==> config.mk <==
export PLATFORM = sky130hd
export DESIGN_NAME = useq_ctrl
export DESIGN_NICKNAME = d
export VERILOG_FILES = /design/src/rtl/useq_pkg.sv /design/src/rtl/useq_store.sv /design/src/rtl/useq_dispatch.sv /design/src/rtl/useq_next.sv /design/src/rtl/useq_ctrl.sv
export SDC_FILE = /design/constraint.sdc
export NUM_CORES = 1
export LEC_CHECK = 0
export CELL_PAD_IN_SITES_DETAIL_PLACEMENT = 1
export CELL_PAD_IN_SITES_GLOBAL_PLACEMENT = 2
export CORE_MARGIN = 2
export CORE_UTILIZATION = 26
export DETAILED_ROUTE_END_ITERATION = 16
export HOLD_SLACK_MARGIN = 0.06
export MAX_ROUTING_LAYER = met4
export PLACE_DENSITY_LB_ADDON = 0.1
export SYNTH_ARGS = -nofsm -noshare
export SYNTH_HDL_FRONTEND = slang
export SYNTH_HIERARCHICAL = 1
export SYNTH_SLANG_ARGS = --single-unit
==> constraint.sdc <==
create_clock -name clk -period 2.13 [get_ports clk]
set_input_delay 0.3195 -clock clk [delete_from_list [all_inputs] [get_ports clk]]
set_output_delay 0.3195 -clock clk [all_outputs]
set_load 0.05 [all_outputs]
==> src/rtl/useq_pkg.sv <==
package useq_pkg;
  localparam int UA_W  = 4;
  localparam int OP_W  = 6;
  localparam int N_DSP = 6;

  typedef logic [UA_W-1:0] uaddr_t;
  typedef logic [OP_W-1:0] opc_t;

  typedef enum logic [1:0] {ALU_ADD = 2'b00, ALU_SUB = 2'b01, ALU_FN = 2'b10, ALU_OR = 2'b11} alu_e;
  typedef enum logic [1:0] {SB_FOUR = 2'b00, SB_REGB = 2'b01, SB_IMM = 2'b10, SB_IMMSH = 2'b11} srcb_e;
  typedef enum logic [1:0] {MO_NONE = 2'b00, MO_FETCH = 2'b01, MO_READ = 2'b10, MO_WRITE = 2'b11} mem_e;
  typedef enum logic [1:0] {WB_NONE = 2'b00, WB_ALU_RD = 2'b01, WB_ALU_RT = 2'b10, WB_MEM_RT = 2'b11} wb_e;
  typedef enum logic [1:0] {PC_HOLD = 2'b00, PC_ALU = 2'b01, PC_COND = 2'b10, PC_TGT = 2'b11} pcu_e;
  typedef enum logic [1:0] {SQ_INC = 2'b00, SQ_DISP = 2'b01, SQ_FETCH = 2'b10, SQ_RSVD = 2'b11} seq_e;

  // Datapath fields first, sequencing field last.
  typedef struct packed {
    alu_e  alu_op;
    logic  src_a;
    srcb_e src_b;
    mem_e  mem_op;
    wb_e   wb_sel;
    pcu_e  pc_upd;
    logic  ir_load;
    seq_e  seq;
  } uword_t;

  localparam uaddr_t UA_FETCH  = 4'd0;
  localparam uaddr_t UA_DECODE = 4'd1;
  localparam uaddr_t UA_RX     = 4'd2;
  localparam uaddr_t UA_RW     = 4'd3;
  localparam uaddr_t UA_OX     = 4'd4;
  localparam uaddr_t UA_OW     = 4'd5;
  localparam uaddr_t UA_LA     = 4'd6;
  localparam uaddr_t UA_LM     = 4'd7;
  localparam uaddr_t UA_LW     = 4'd8;
  localparam uaddr_t UA_SA     = 4'd9;
  localparam uaddr_t UA_SM     = 4'd10;
  localparam uaddr_t UA_BQ     = 4'd11;
  localparam uaddr_t UA_J1     = 4'd12;
  localparam uaddr_t UA_J2     = 4'd13;

  localparam opc_t OPC_REG  = 6'h00;
  localparam opc_t OPC_JMP  = 6'h02;
  localparam opc_t OPC_BEQ  = 6'h04;
  localparam opc_t OPC_ORI  = 6'h0D;
  localparam opc_t OPC_LOAD = 6'h23;
  localparam opc_t OPC_STOR = 6'h2B;

  localparam opc_t   DSP_OPC [N_DSP] = '{OPC_REG, OPC_ORI, OPC_LOAD, OPC_STOR, OPC_BEQ, OPC_JMP};
  localparam uaddr_t DSP_UA  [N_DSP] = '{UA_RX, UA_OX, UA_LA, UA_SA, UA_BQ, UA_J1};
endpackage

==> src/rtl/useq_store.sv <==
module useq_store
  import useq_pkg::*;
(
  input  uaddr_t uaddr,
  output uword_t word
);
  always_comb begin
    word = '{alu_op: ALU_ADD, src_a: 1'b0, src_b: SB_FOUR, mem_op: MO_NONE,
             wb_sel: WB_NONE, pc_upd: PC_HOLD, ir_load: 1'b0, seq: SQ_RSVD};
    case (uaddr)
      UA_FETCH: begin
        word.mem_op = MO_FETCH; word.pc_upd = PC_ALU; word.ir_load = 1'b1; word.seq = SQ_INC;
      end
      UA_DECODE: begin
        word.src_b = SB_IMMSH; word.seq = SQ_DISP;
      end
      UA_RX: begin
        word.alu_op = ALU_FN; word.src_a = 1'b1; word.src_b = SB_REGB; word.seq = SQ_INC;
      end
      UA_RW: begin
        word.wb_sel = WB_ALU_RD; word.seq = SQ_FETCH;
      end
      UA_OX: begin
        word.alu_op = ALU_OR; word.src_a = 1'b1; word.src_b = SB_IMM; word.seq = SQ_INC;
      end
      UA_OW: begin
        word.wb_sel = WB_ALU_RT; word.seq = SQ_FETCH;
      end
      UA_LA, UA_SA: begin
        word.src_a = 1'b1; word.src_b = SB_IMM; word.seq = SQ_INC;
      end
      UA_LM: begin
        word.mem_op = MO_READ; word.seq = SQ_INC;
      end
      UA_LW: begin
        word.wb_sel = WB_MEM_RT; word.seq = SQ_FETCH;
      end
      UA_SM: begin
        word.mem_op = MO_WRITE; word.seq = SQ_FETCH;
      end
      UA_BQ: begin
        word.alu_op = ALU_SUB; word.src_a = 1'b1; word.src_b = SB_REGB;
        word.pc_upd = PC_COND; word.seq = SQ_FETCH;
      end
      UA_J1: begin
        word.src_b = SB_IMMSH; word.seq = SQ_INC;
      end
      UA_J2: begin
        word.pc_upd = PC_TGT; word.seq = SQ_FETCH;
      end
      default: ;
    endcase
  end
endmodule

==> src/rtl/useq_dispatch.sv <==
module useq_dispatch
  import useq_pkg::*;
(
  input  opc_t   opcode,
  output uaddr_t target,
  output logic   hit
);
  logic [N_DSP-1:0] match;

  for (genvar g = 0; g < N_DSP; g++) begin : g_ent
    assign match[g] = (opcode == DSP_OPC[g]);
  end

  always_comb begin
    target = UA_FETCH;
    hit    = 1'b0;
    for (int i = 0; i < N_DSP; i++) begin
      if (match[i]) begin
        target = DSP_UA[i];
        hit    = 1'b1;
      end
    end
  end
endmodule

==> src/rtl/useq_next.sv <==
module useq_next
  import useq_pkg::*;
(
  input  logic   clk,
  input  logic   rst_n,
  input  seq_e   seq,
  input  uaddr_t dsp_target,
  input  logic   dsp_hit,
  output uaddr_t upc
);
  uaddr_t upc_nxt;

  always_comb begin
    case (seq)
      SQ_INC:  upc_nxt = upc + 1'b1;
      SQ_DISP: upc_nxt = dsp_hit ? dsp_target : UA_FETCH;
      default: upc_nxt = UA_FETCH;
    endcase
  end

  always_ff @(posedge clk or negedge rst_n) begin
    if (!rst_n) upc <= UA_FETCH;
    else        upc <= upc_nxt;
  end

  a_r2_fetch_then_decode: assert property (@(posedge clk) disable iff (!rst_n)
    (upc == UA_FETCH) |=> (upc == UA_DECODE));
  a_r9_miss_to_fetch: assert property (@(posedge clk) disable iff (!rst_n)
    (seq == SQ_DISP && !dsp_hit) |=> (upc == UA_FETCH));
  a_r10_hit_to_target: assert property (@(posedge clk) disable iff (!rst_n)
    (seq == SQ_DISP && dsp_hit) |=> (upc == $past(dsp_target)));
  a_r12_fetch_codes: assert property (@(posedge clk) disable iff (!rst_n)
    (seq == SQ_FETCH || seq == SQ_RSVD) |=> (upc == UA_FETCH));
  a_r12_increment: assert property (@(posedge clk) disable iff (!rst_n)
    (seq == SQ_INC) |=> (upc == $past(upc) + 1'b1));
endmodule

==> src/rtl/useq_ctrl.sv <==
module useq_ctrl
  import useq_pkg::*;
(
  input  logic            clk,
  input  logic            rst_n,
  input  logic [OP_W-1:0] opcode,
  output logic [1:0]      alu_op,
  output logic            alu_src_a,
  output logic [1:0]      alu_src_b,
  output logic [1:0]      mem_op,
  output logic [1:0]      wb_sel,
  output logic [1:0]      pc_upd,
  output logic            ir_load
);
  uaddr_t upc;
  uaddr_t dsp_target;
  logic   dsp_hit;
  uword_t word;

  useq_store u_store (.uaddr(upc), .word(word));

  useq_dispatch u_dsp (.opcode(opcode), .target(dsp_target), .hit(dsp_hit));

  useq_next u_next (
    .clk(clk), .rst_n(rst_n), .seq(word.seq),
    .dsp_target(dsp_target), .dsp_hit(dsp_hit), .upc(upc)
  );

  assign alu_op    = word.alu_op;
  assign alu_src_a = word.src_a;
  assign alu_src_b = word.src_b;
  assign mem_op    = word.mem_op;
  assign wb_sel    = word.wb_sel;
  assign pc_upd    = word.pc_upd;
  assign ir_load   = word.ir_load;

  a_r10_dispatch_in_decode: assert property (@(posedge clk) disable iff (!rst_n)
    (word.seq == SQ_DISP) |-> (upc == UA_DECODE));
  a_r12_ir_with_fetch: assert property (@(posedge clk) disable iff (!rst_n)
    ir_load |-> (mem_op == 2'b01));
  a_r1_fetch_after_reset: assert property (@(posedge clk) disable iff (!rst_n)
    $rose(rst_n) |-> (ir_load && upc == UA_FETCH));
endmodule

==> results of run 1 <==
stage by stage:
step	cell area, sq um	std cells	worst slack, ns	hold WS [ns]
2_1_floorplan	623	84	0.0146	0.0239
3_3_place_gp	935	125	0.148	0.527
3_5_place_dp	935	125	0.120	0.527
4_1_cts	957	128	0.0449	0.276
5_1_grt	961	128	0.0690	0.281
6_report	961	128	0.194	0.283
worst paths after layout:
check / from / to / slack [ns] / depth (start not counted)
setup / recovery: u_next/upc[0] / wb_sel[1] / 0.19 / 3
hold / removal: rst_n / u_next/upc[3] / 0.28 / 1
setup reg to reg: u_next/upc[3] / u_next/upc[0] / 0.61 / 6
hold reg to reg: u_next/upc[0] / u_next/upc[0] / 0.85 / 3
max in group asynchronous: rst_n / u_next/upc[2] / 1.67 / 1
min in group clk: u_next/upc[0] / u_next/upc[0] / 0.85 / 3
cells in the final DEF, fill, tap and decap left out, types with 2 or more instances in the layout:
cell	instances
o21bai_1	2
clkdlybuf4s50_1	7
buf_4	2
a31oi_1	2
nand2b_1	2
inv_1	2
nand3_1	5
nor3_1	4
and3_2	2
or2_1	2
xor2_1	2
nor2_1	8
or3b_1	2
nand3b_1	2
nand2_1	5
a21oi_1	6
xnor2_1	4
dfrtp_2	3
clkbuf_4	3
o21ai_0	2
buf_12	12
cell families after synthesis:
kind of cell,count (synthesis)
simple gates,39
compound gates,23
buf+inv,10
xor+xnor,6
flops,4
mux,1
fa+ha+maj,1
final cells by class:
class / count / area, sq um / area share, %
clock buffers: 3 / 22.5 / 2.34
repair buffers: 21 / 325 / 33.9
multi-input cells: 70 / 467 / 48.6
inverters: 2 / 7.51 / 0.781
flip-flops and latches: 4 / 104 / 10.8
well taps: 28 / 35.0 / 3.65
per-layer routing:
metal | track usage (%) | vias up | part of all wire [%]
met5 | - | - | 0
met4 | 3.85 | 0 | 0
met3 | 0.857 | 0 | 1.1
met2 | 22.1 | 8 | 55
met1 | 16.5 | 327 | 44
li1 | - | 337 | -
timing repair:
item	CTS	global route
setup endpoints to repair	0	5
hold buffers	0	0
gates resized for setup	0	3
hold endpoints to repair	0	0
==> metrics.md, run 1 <==
| Metric | Value |
|---|---|
| HPWL Detailed | `between 1000 and 1500 um` |
| Drt wl/cell | `12.3 um` |
| Crit end category | `output port` |
| Starting Density | `between 20% and 30%` |
| Max_cap viols | `0` |
| Mux share of post-synthesis cell area | `1.62%` |
| Slew margin rel. | `roughly 75%` |
| Max reg flops | `4` |
| Worst Path Buf+Inv | `1` |
| WL final | `roughly 1600 um` |
| Worst path cell trace | `or3b_1 -> a21oi_1 -> buf_12` |
| GR Util All Layers | `13.0%` |
| Max Slew Vio Count | `0` |
| Synth Area in Compound Gates | `between 20% and 30%` |
| Port Buffers | `19` |
| Top cells by area, synth | `dfrtp_1 16%, xnor2_1 5.7%, a21oi_1 4.9%` |
| Cells after synthesis | `84` |
| Final Util | `a little over two fifths` |
| Post-synth top area share | `between 10% and 20%` |
| TritonCTS clock tree | `done` |
| Seq cells post-synth | `4` |
| Setup TNS | `0 ns` |
| Main synth FF type | `dfrtp_1` |
| CP arrival | `roughly 1.6 ns` |
| Fraction of registers with async set/reset | `100%` |
| Largest registers | `u_next/upc: 4 flops` |
| Unrepaired setup endpoints after global routing | `false` |
| Hold Vio Cnt, Final | `0` |
| Sequential element share of the synthesized area | `between 10% and 20%` |
| Status | `finished clean` |
| Die W | `about 53 um` |
| Cell area after synthesis | `between 600 and 700 sq um` |
| # rows | `17` |
| CTS H-tree depth | `1` |
| Syn nets | `a little over 90` |
| Clk Latency, worst-skew pair | `~0.23 ns` |
| Synth Area in XOR/XNOR | `~8.5%` |
| Crit path launch type | `register` |
| Initial antenna violation count | `0` |
| Wire length of the first global-routing pass | `around 2700 um` |
| Gr ovfl total | `0` |
| CP required | `between 1.5 and 2 ns` |
| Final setup violation count | `0` |
| Largest family of logic cells by synthesized area | `simple AND/OR/NAND/NOR gates` |
| CP delay by family, top | `flip-flops` |
| Min-delay worst type | `in2async` |
| Top-count cell post-synth | `nor2_1` |
| Avg Inst Size Synth | `7.36 sq um` |
| Synth cell count leaders | `8 x nor2_1, 6 x a21oi_1` |
| Max Clk Rate | `517 MHz` |
| Final net count | `111` |
| Critical path class | `reg2out` |
| Vias | `between 600 and 700` |
| Fraction of layout cells with a size suffix above 1 | `approximately 27%` |
| Final ANT Viol Nets | `0` |
| DR vias/cell | `5.25` |
| Setup bufs post-CTS | `0` |
| Final period util | `90.9%` |
| Crit Path Max Fanout | `22` |
| Fin crit period | `just under 2 ns` |
| IO Count | `20` |
| Core footprint | `2230 sq um` |
| Vias in the first global route | `about 600` |
| Largest net degree at the start of global routing | `23` |
| Slowest CP cell | `dfrtp_2` |
| CP peak stage delay | `approximately 0.54 ns` |
| Diode count | `0` |
| Area leader, netlist | `dfrtp_1` |
| Full die area | `about 2800 sq um` |
| Inserted Clock Buffers | `3` |
| Fin Clk Skew | `0.000876 ns` |
| Post-synth EDFFs | `0` |
| Slew @ Worst Pin | `0.376 ns` |
| CTS sink count | `4` |
| Drc violations | `0` |
| Post-synthesis adder-cell area fraction | `around 2.0%` |
| Fillers | `around 270` |
| Max clock buf depth | `2` |
| Clock Tree Root | `clkbuf_4` |
| DR iter-0 viols | `6` |
| Number of distinct library cells after synthesis | `40` |
| Area Growth Syn to Fin | `55.5%` |
| Synth Area in Simple Gates | `a little under two fifths` |
| Yosys warnings | `6` |
| Die Y | `around 53 um` |
| GPL Wtd Cong | `between 0.7 and 0.8` |
| Router iterations before antenna repair | `4` |
| Clock transition at the registers of the reported paths | `0.04 ns` |
| Top reg by flops | `u_next/upc` |
Power of run 1 is left out: the tool's default activity adds up to more than one toggle a clock period on the data nets, which glitch-free logic cannot reach.
==> inputs of run 2 (changes only) <==
--- a/config.mk
+++ b/config.mk
@@ -13,6 +13,7 @@
 export HOLD_SLACK_MARGIN = 0.06
 export MAX_ROUTING_LAYER = met4
 export PLACE_DENSITY_LB_ADDON = 0.1
+export SETUP_SLACK_MARGIN = 0.2
 export SYNTH_ARGS = -nofsm -noshare
 export SYNTH_HDL_FRONTEND = slang
 export SYNTH_HIERARCHICAL = 1
==> metrics.md, run 2 (same netlist as run 1, synthesis figures left out) <==
| Metric | Value |
|---|---|
| Largest registers | `u_next/upc: 4 flops` |
| GRT met3 Usage | `1.71% (+0.86 points)` |
| Post-CTS Hold Buffers | `0 (unchanged)` |
| CTS sink count | `4 (unchanged)` |
| GR Layer Usage met1 | `17.2% (+0.74 points)` |
| Clock transition at the registers of the reported paths | `0.04 ns (about the same)` |
| CTS H-tree depth | `1 (unchanged)` |
| Placed Area | `966 sq um (+3.3%)` |
| Area Growth Syn to Fin | `72.7%` |
| Post-route design area | `1070 sq um (+11%)` |
| Max Slew Vio Count | `0 (unchanged)` |
| Top reg by flops | `u_next/upc` |
| Crit Path Max Fanout | `12 (-45%)` |
| Fin Clk Skew | `0.00434 ns (+0.00346 ns)` |
| Setup TNS | `0 ns (unchanged)` |
| Core footprint | `2230 sq um (unchanged)` |
| Worst setup slack after layout | `0.264 ns (+0.0702 ns)` |
| Most frequent cells in the layout | `12 x buf_12, 10 x buf_4, 8 x nor2_1, 7 x clkdlybuf4s50_1, 5 x nand3_1` |
| Initial antenna violation count | `0 (unchanged)` |
| Gr ovfl total | `0 (unchanged)` |
| Clock Tree Root | `clkbuf_4` |
| GPL Wtd Cong | `0.739 (-0.78%)` |
| Clk pwr share | `4.8%` |
| CP required | `1.81 ns (about the same)` |
| # rows | `17 (unchanged)` |
| GR peak layer | `met2` |
| Diode count | `0 (unchanged)` |
| Vias in the first global route | `644 (+6.1%)` |
| Max Clk Rate | `536 MHz (+3.8%)` |
| Largest net degree at the start of global routing | `23 (unchanged)` |
| HPWL Detailed | `1270 um (+5.5%)` |
| Comb power frac | `83.1%` |
| IO Count | `20 (unchanged)` |
| Commonest non-fill, non-tap cell in the layout | `buf_12` |
| Final net count | `119 (+7.2%)` |
| Slew margin rel. | `75.0% (+0.27 points)` |
| Switching pwr | `between 1 and 1.5 mW` |
| DR iter-0 viols | `3 (-3)` |
| Peak supply drop | `approximately 0.85 mV` |
| Clk Latency, worst-skew pair | `0.24 ns (about the same)` |
| Min-delay worst type | `in2async` |
| Final setup violation count | `0 (unchanged)` |
| Net Sw Frac | `between 50% and 60%` |
| Status | `finished clean` |
| CP arrival | `1.55 ns (-0.07 ns)` |
| Max clock buf depth | `2 (unchanged)` |
| Drc violations | `0 (unchanged)` |
| Crit end category | `output port` |
| Drt wl/cell | `12.7 um (+3.4%)` |
| Fin crit period | `1.87 ns (-0.0702 ns)` |
| Wire length of the first global-routing pass | `2900 um (+6.3%)` |
| Pleak | `0.413 nW` |
| Slew @ Worst Pin | `0.375 ns (-0.00117 ns)` |
| Final ANT Viol Nets | `0 (unchanged)` |
| Final period util | `87.6% (-3.3 points)` |
| Max_cap viols | `0 (unchanged)` |
| Power per cell area | `between 1500 and 2000 nW/um^2` |
| Full die area | `2780 sq um (unchanged)` |
| Die Y | `52.8 um (unchanged)` |
| Hold Vio Cnt, Final | `0 (unchanged)` |
| Fraction of layout cells with a size suffix above 1 | `41.7% (+15 points)` |
| DR vias/cell | `5.10 (-2.8%)` |
| Critical path class | `reg2out` |
| Crit path launch type | `register` |
| Inserted Clock Buffers | `3 (unchanged)` |
| Port Buffers | `19 (unchanged)` |
| Starting Density | `27.7% (unchanged)` |
| GR Util All Layers | `14.0% (+1.0 points)` |
| Pre-CTS setup slack | `0.147 ns (+0.0267 ns)` |
| Reg power frac | `around an eighth` |
| Die W | `52.8 um (unchanged)` |
| WL final | `1730 um (+9.9%)` |
| TritonCTS clock tree | `done` |
| P_int | `between 1 and 1.5 mW` |
| Fillers | `269 (unchanged)` |
| Unrepaired setup endpoints after global routing | `true` |
| Vias | `694 (+3.3%)` |
| Grt met2 use | `24.6% (+2.5 points)` |
| Max reg flops | `4 (unchanged)` |
| Router iterations before antenna repair | `3 (-1)` |
## run 2: critical path, cell delays in order (launching register included)
cell and delay, ns:
dfrtp_4 0.53, or4b_1 0.54, nand2_2 0.10, buf_12 0.13
## run 2: per-layer routing
metal	up-vias	routed length, um
met5	-	0
met4	0	0
met3	0	64
met2	16	898
met1	327	768
li1	351	-
## run 2: layout make-up
type	instances	area (sq um)	share of cell area, %
clock buffers	3	22.5	2.11
inverters	2	7.51	0.703
multi-input cells	70	507	47.5
flip-flops and latches	4	110	10.3
well taps	28	35.0	3.28
repair buffers	29	385	36.1
## run 2: stage by stage
step	cells	power, mW	utilization [%]	hold slack, ns
finish	136	2.04	47.8	0.284
floorplan	84	1.18	-	0.0239
detailed placement	125	1.84	43.2	0.536
global route	136	2.17	47.8	0.295
global placement	125	1.81	43.2	0.532
CTS	128	1.95	44.5	0.284
## run 2: path summary, 6_finish.rpt
path	from	to	slack (ns)	cells after the start
max	u_next/upc[0]	alu_op[0]	0.26	3
min	rst_n	u_next/upc[1]	0.28	1
max reg2reg	u_next/upc[3]	u_next/upc[1]	0.56	5
min reg2reg	u_next/upc[3]	u_next/upc[2]	0.85	2
max in group asynchronous	rst_n	u_next/upc[3]	1.65	1
min in group clk	u_next/upc[3]	u_next/upc[2]	0.85	2
## run 2: timing repair
action,4_1_cts,5_1_grt
setup endpoints to repair,9,6
setup buffers,0,8
gates resized for setup,4,4
## run 2: power by group through the flow
stage | Combinational (mW) | Sequential, mW | Clock (mW)
after global routing | 1.79 | 0.265 | 0.110
final | 1.69 | 0.247 | 0.0978
after floorplan | 1.03 | 0.149 | 0
after global placement | 1.54 | 0.273 | 0
after CTS | 1.56 | 0.285 | 0.0980
after detailed placement | 1.56 | 0.280 | 0
Note: power is estimated with default switching activity, not from simulation.
==> inputs of run 3 (changes only) <==
--- a/config.mk
+++ b/config.mk
@@ -7,7 +7,7 @@
 export LEC_CHECK = 0
 export CELL_PAD_IN_SITES_DETAIL_PLACEMENT = 1
 export CELL_PAD_IN_SITES_GLOBAL_PLACEMENT = 2
-export CORE_MARGIN = 2
+export CORE_MARGIN = 5
 export CORE_UTILIZATION = 26
 export DETAILED_ROUTE_END_ITERATION = 16
 export HOLD_SLACK_MARGIN = 0.06
==> metrics.md, run 3 (same netlist as run 1, synthesis figures left out) <==
| Metric | Value |
|---|---|
| Fin crit period | `1.86 ns (-0.00483 ns)` |
| CP peak stage delay | `0.53 ns (about the same)` |
| Max reg flops | `4 (unchanged)` |
| Reg power frac | `13.1% (+1.0 points)` |
| Crit Path Max Fanout | `17 (+5)` |
| Hold Vio Cnt, Final | `0 (unchanged)` |
| Crit path capture | `alu_op[0]` |
| TritonCTS clock tree | `done` |
| Switching pwr | `1.03 mW (-0.38%)` |
| Clk Latency, worst-skew pair | `0.24 ns (about the same)` |
| GR Util All Layers | `11.3% (-2.7 points)` |
| Max clock buf depth | `2 (unchanged)` |
| R2R Path Start | `u_next/upc[3]` |
| Clock Tree Root | `clkbuf_4` |
| DR iter-0 viols | `5 (+2)` |
| WL final | `1850 um (+7.1%)` |
| Starting Density | `27.7% (unchanged)` |
| Full die area | `3450 sq um (+24%)` |
| Fillers | `263 (-2.2%)` |
| Drc violations | `0 (unchanged)` |
| Pre-CTS setup slack | `0.132 ns (-0.0147 ns)` |
| Max Slew Vio Count | `0 (unchanged)` |
| Largest net degree at the start of global routing | `20 (-13%)` |
| Max_cap viols | `0 (unchanged)` |
| Slew margin rel. | `74.2% (-0.84 points)` |
| Crit path launch type | `register` |
| Critical path class | `reg2out` |
| Slowest CP cell | `or4b_1` |
| CP arrival | `1.54 ns (about the same)` |
| Clk pwr share | `4.9% (about the same)` |
| Gr ovfl total | `0 (unchanged)` |
| Setup TNS | `0 ns (unchanged)` |
| Final Util | `45.8% (-2.0 points)` |
| Unrepaired setup endpoints after global routing | `false` |
| R2r endpoint | `u_next/upc[1]` |
| Drt wl/cell | `14.3 um (+12%)` |
| Top reg by flops | `u_next/upc` |
| P_int | `949 uW (-5.3%)` |
| HPWL Detailed | `1410 um (+11%)` |
| Final ANT Viol Nets | `0 (unchanged)` |
| IO Count | `20 (unchanged)` |
| Vias in the first global route | `701 (+8.9%)` |
| Worst setup slack after layout | `0.269 ns (+0.00483 ns)` |
| Power per cell area | `1940 nW/um^2 (+1.5%)` |
| CTS H-tree depth | `1 (unchanged)` |
| Min-delay worst type | `in2async` |
| Crit end category | `output port` |
| Wire length of the first global-routing pass | `2970 um (+2.2%)` |
| Net Sw Frac | `52.1% (+1.3 points)` |
| Final setup violation count | `0 (unchanged)` |
| CP required | `1.81 ns (about the same)` |
| FF-to-FF path depth | `5 (unchanged)` |
| Port Buffers | `19 (unchanged)` |
| Most frequent cells in the layout | `12 x buf_12, 8 x nor2_1, 7 x clkdlybuf4s50_1, 5 x nand3_1, 5 x nand2_1` |
| Comb power frac | `82.0% (-1.1 points)` |
| DR vias/cell | `5.22 (+2.2%)` |
| Fraction of layout cells with a size suffix above 1 | `38.2% (-3.4 points)` |
| Die Y | `58.8 um (+11%)` |
| Pleak | `0.387 nW (-6.3%)` |
| Max Clk Rate | `537 MHz (+0.26%)` |
| Commonest non-fill, non-tap cell in the layout | `buf_12` |
| Slew @ Worst Pin | `0.387 ns (+0.0126 ns)` |
| Diode count | `0 (unchanged)` |
| Largest registers | `u_next/upc: 4 flops` |
| Peak supply drop | `0.924 mV (+8.5%)` |
| Initial antenna violation count | `0 (unchanged)` |
| Fin Clk Skew | `0.00328 ns (-0.00106 ns)` |
| Inserted Clock Buffers | `3 (unchanged)` |
| Worst path cell trace | `or4b_1 -> nand2_1 -> buf_12` |
| Router iterations before antenna repair | `4 (+1)` |
| Die W | `58.8 um (+11%)` |
| CTS sink count | `4 (unchanged)` |
| Status | `finished clean` |
| GPL Wtd Cong | `0.893 (+21%)` |
| Final period util | `87.4% (-0.23 points)` |
| Area Growth Syn to Fin | `65.4%` |
| FF-to-FF setup slack | `0.58 ns (+0.02 ns)` |
| Final net count | `113 (-5.0%)` |
| # rows | `17 (unchanged)` |
| Crit. Startpoint | `u_next/upc[0]` |
| Clock transition at the registers of the reported paths | `0.04 ns (about the same)` |
| Vias | `678 (-2.3%)` |
| Core footprint | `2230 sq um (unchanged)` |
## run 3: cell types whose count changed in the layout (fill, tap and decap cells not counted)
cell     delta
xnor2_1     -1
buf_4       -6
dfrtp_4     -2
nand2_1     +1
xnor2_2     +1
dfrtp_2     +2
nand2_2     -1
## run 3: metrics by stage
stage               hold slack (ns)  power, mW  std cells  instance area, sq um
floorplan                    0.0239       1.18         84                   654
global placement              0.541       1.84        127                   981
detailed placement            0.536       1.88        127                   981
CTS                           0.279       2.00        130                  1010
global route                  0.293       2.09        130                  1020
finish                        0.280       1.98        130                  1020
## run 3: worst max-delay path: cells and delay by family, from the launching register on
kind	cells	cell delay (ns)
flip-flops	1	0.51
buffers and inverters	1	0.14
AND/OR/NAND/NOR	2	0.65
## run 3: routing by layer
layer  wire (um)  vias up  track usage, %
met5           0        -               -
met2         922       15            20.0
met4          19        0            4.85
met3          62        2            1.32
met1         851      320            12.5
li1            -      341               -
## run 3: worst min path at each step
stage | end | slack, ns | from
after floorplan | u_next/upc[0] | 0.02 | rst_n
after global placement | u_next/upc[1] | 0.54 | rst_n
after detailed placement | u_next/upc[1] | 0.54 | rst_n
after CTS | u_next/upc[2] | 0.28 | rst_n
after global routing | u_next/upc[2] | 0.29 | rst_n
final | u_next/upc[2] | 0.28 | rst_n
## run 3: timing repair
item,4_1_cts,5_1_grt
hold buffers,0,0
setup endpoints to repair,7,7
setup buffers,0,0
pin swaps,0,0
gates resized for setup,4,2
## run 3: layout make-up
| class | count | area [sq um] | area share [%] |
|---|---|---|---|
| repair buffers | 23 | 340 | 33.3 |
| inverters | 2 | 7.51 | 0.734 |
| clock buffers | 3 | 22.5 | 2.20 |
| flip-flops and latches | 4 | 105 | 10.3 |
| multi-input cells | 70 | 512 | 50.1 |
| well taps | 28 | 35.0 | 3.43 |
## run 3: power groups by stage
stage	Combinational, mW	Clock (mW)	Sequential, mW
after CTS	1.64	0.101	0.261
after detailed placement	1.63	0	0.253
after floorplan	1.03	0	0.149
after global routing	1.70	0.106	0.277
after global placement	1.59	0	0.248
final	1.62	0.0974	0.260
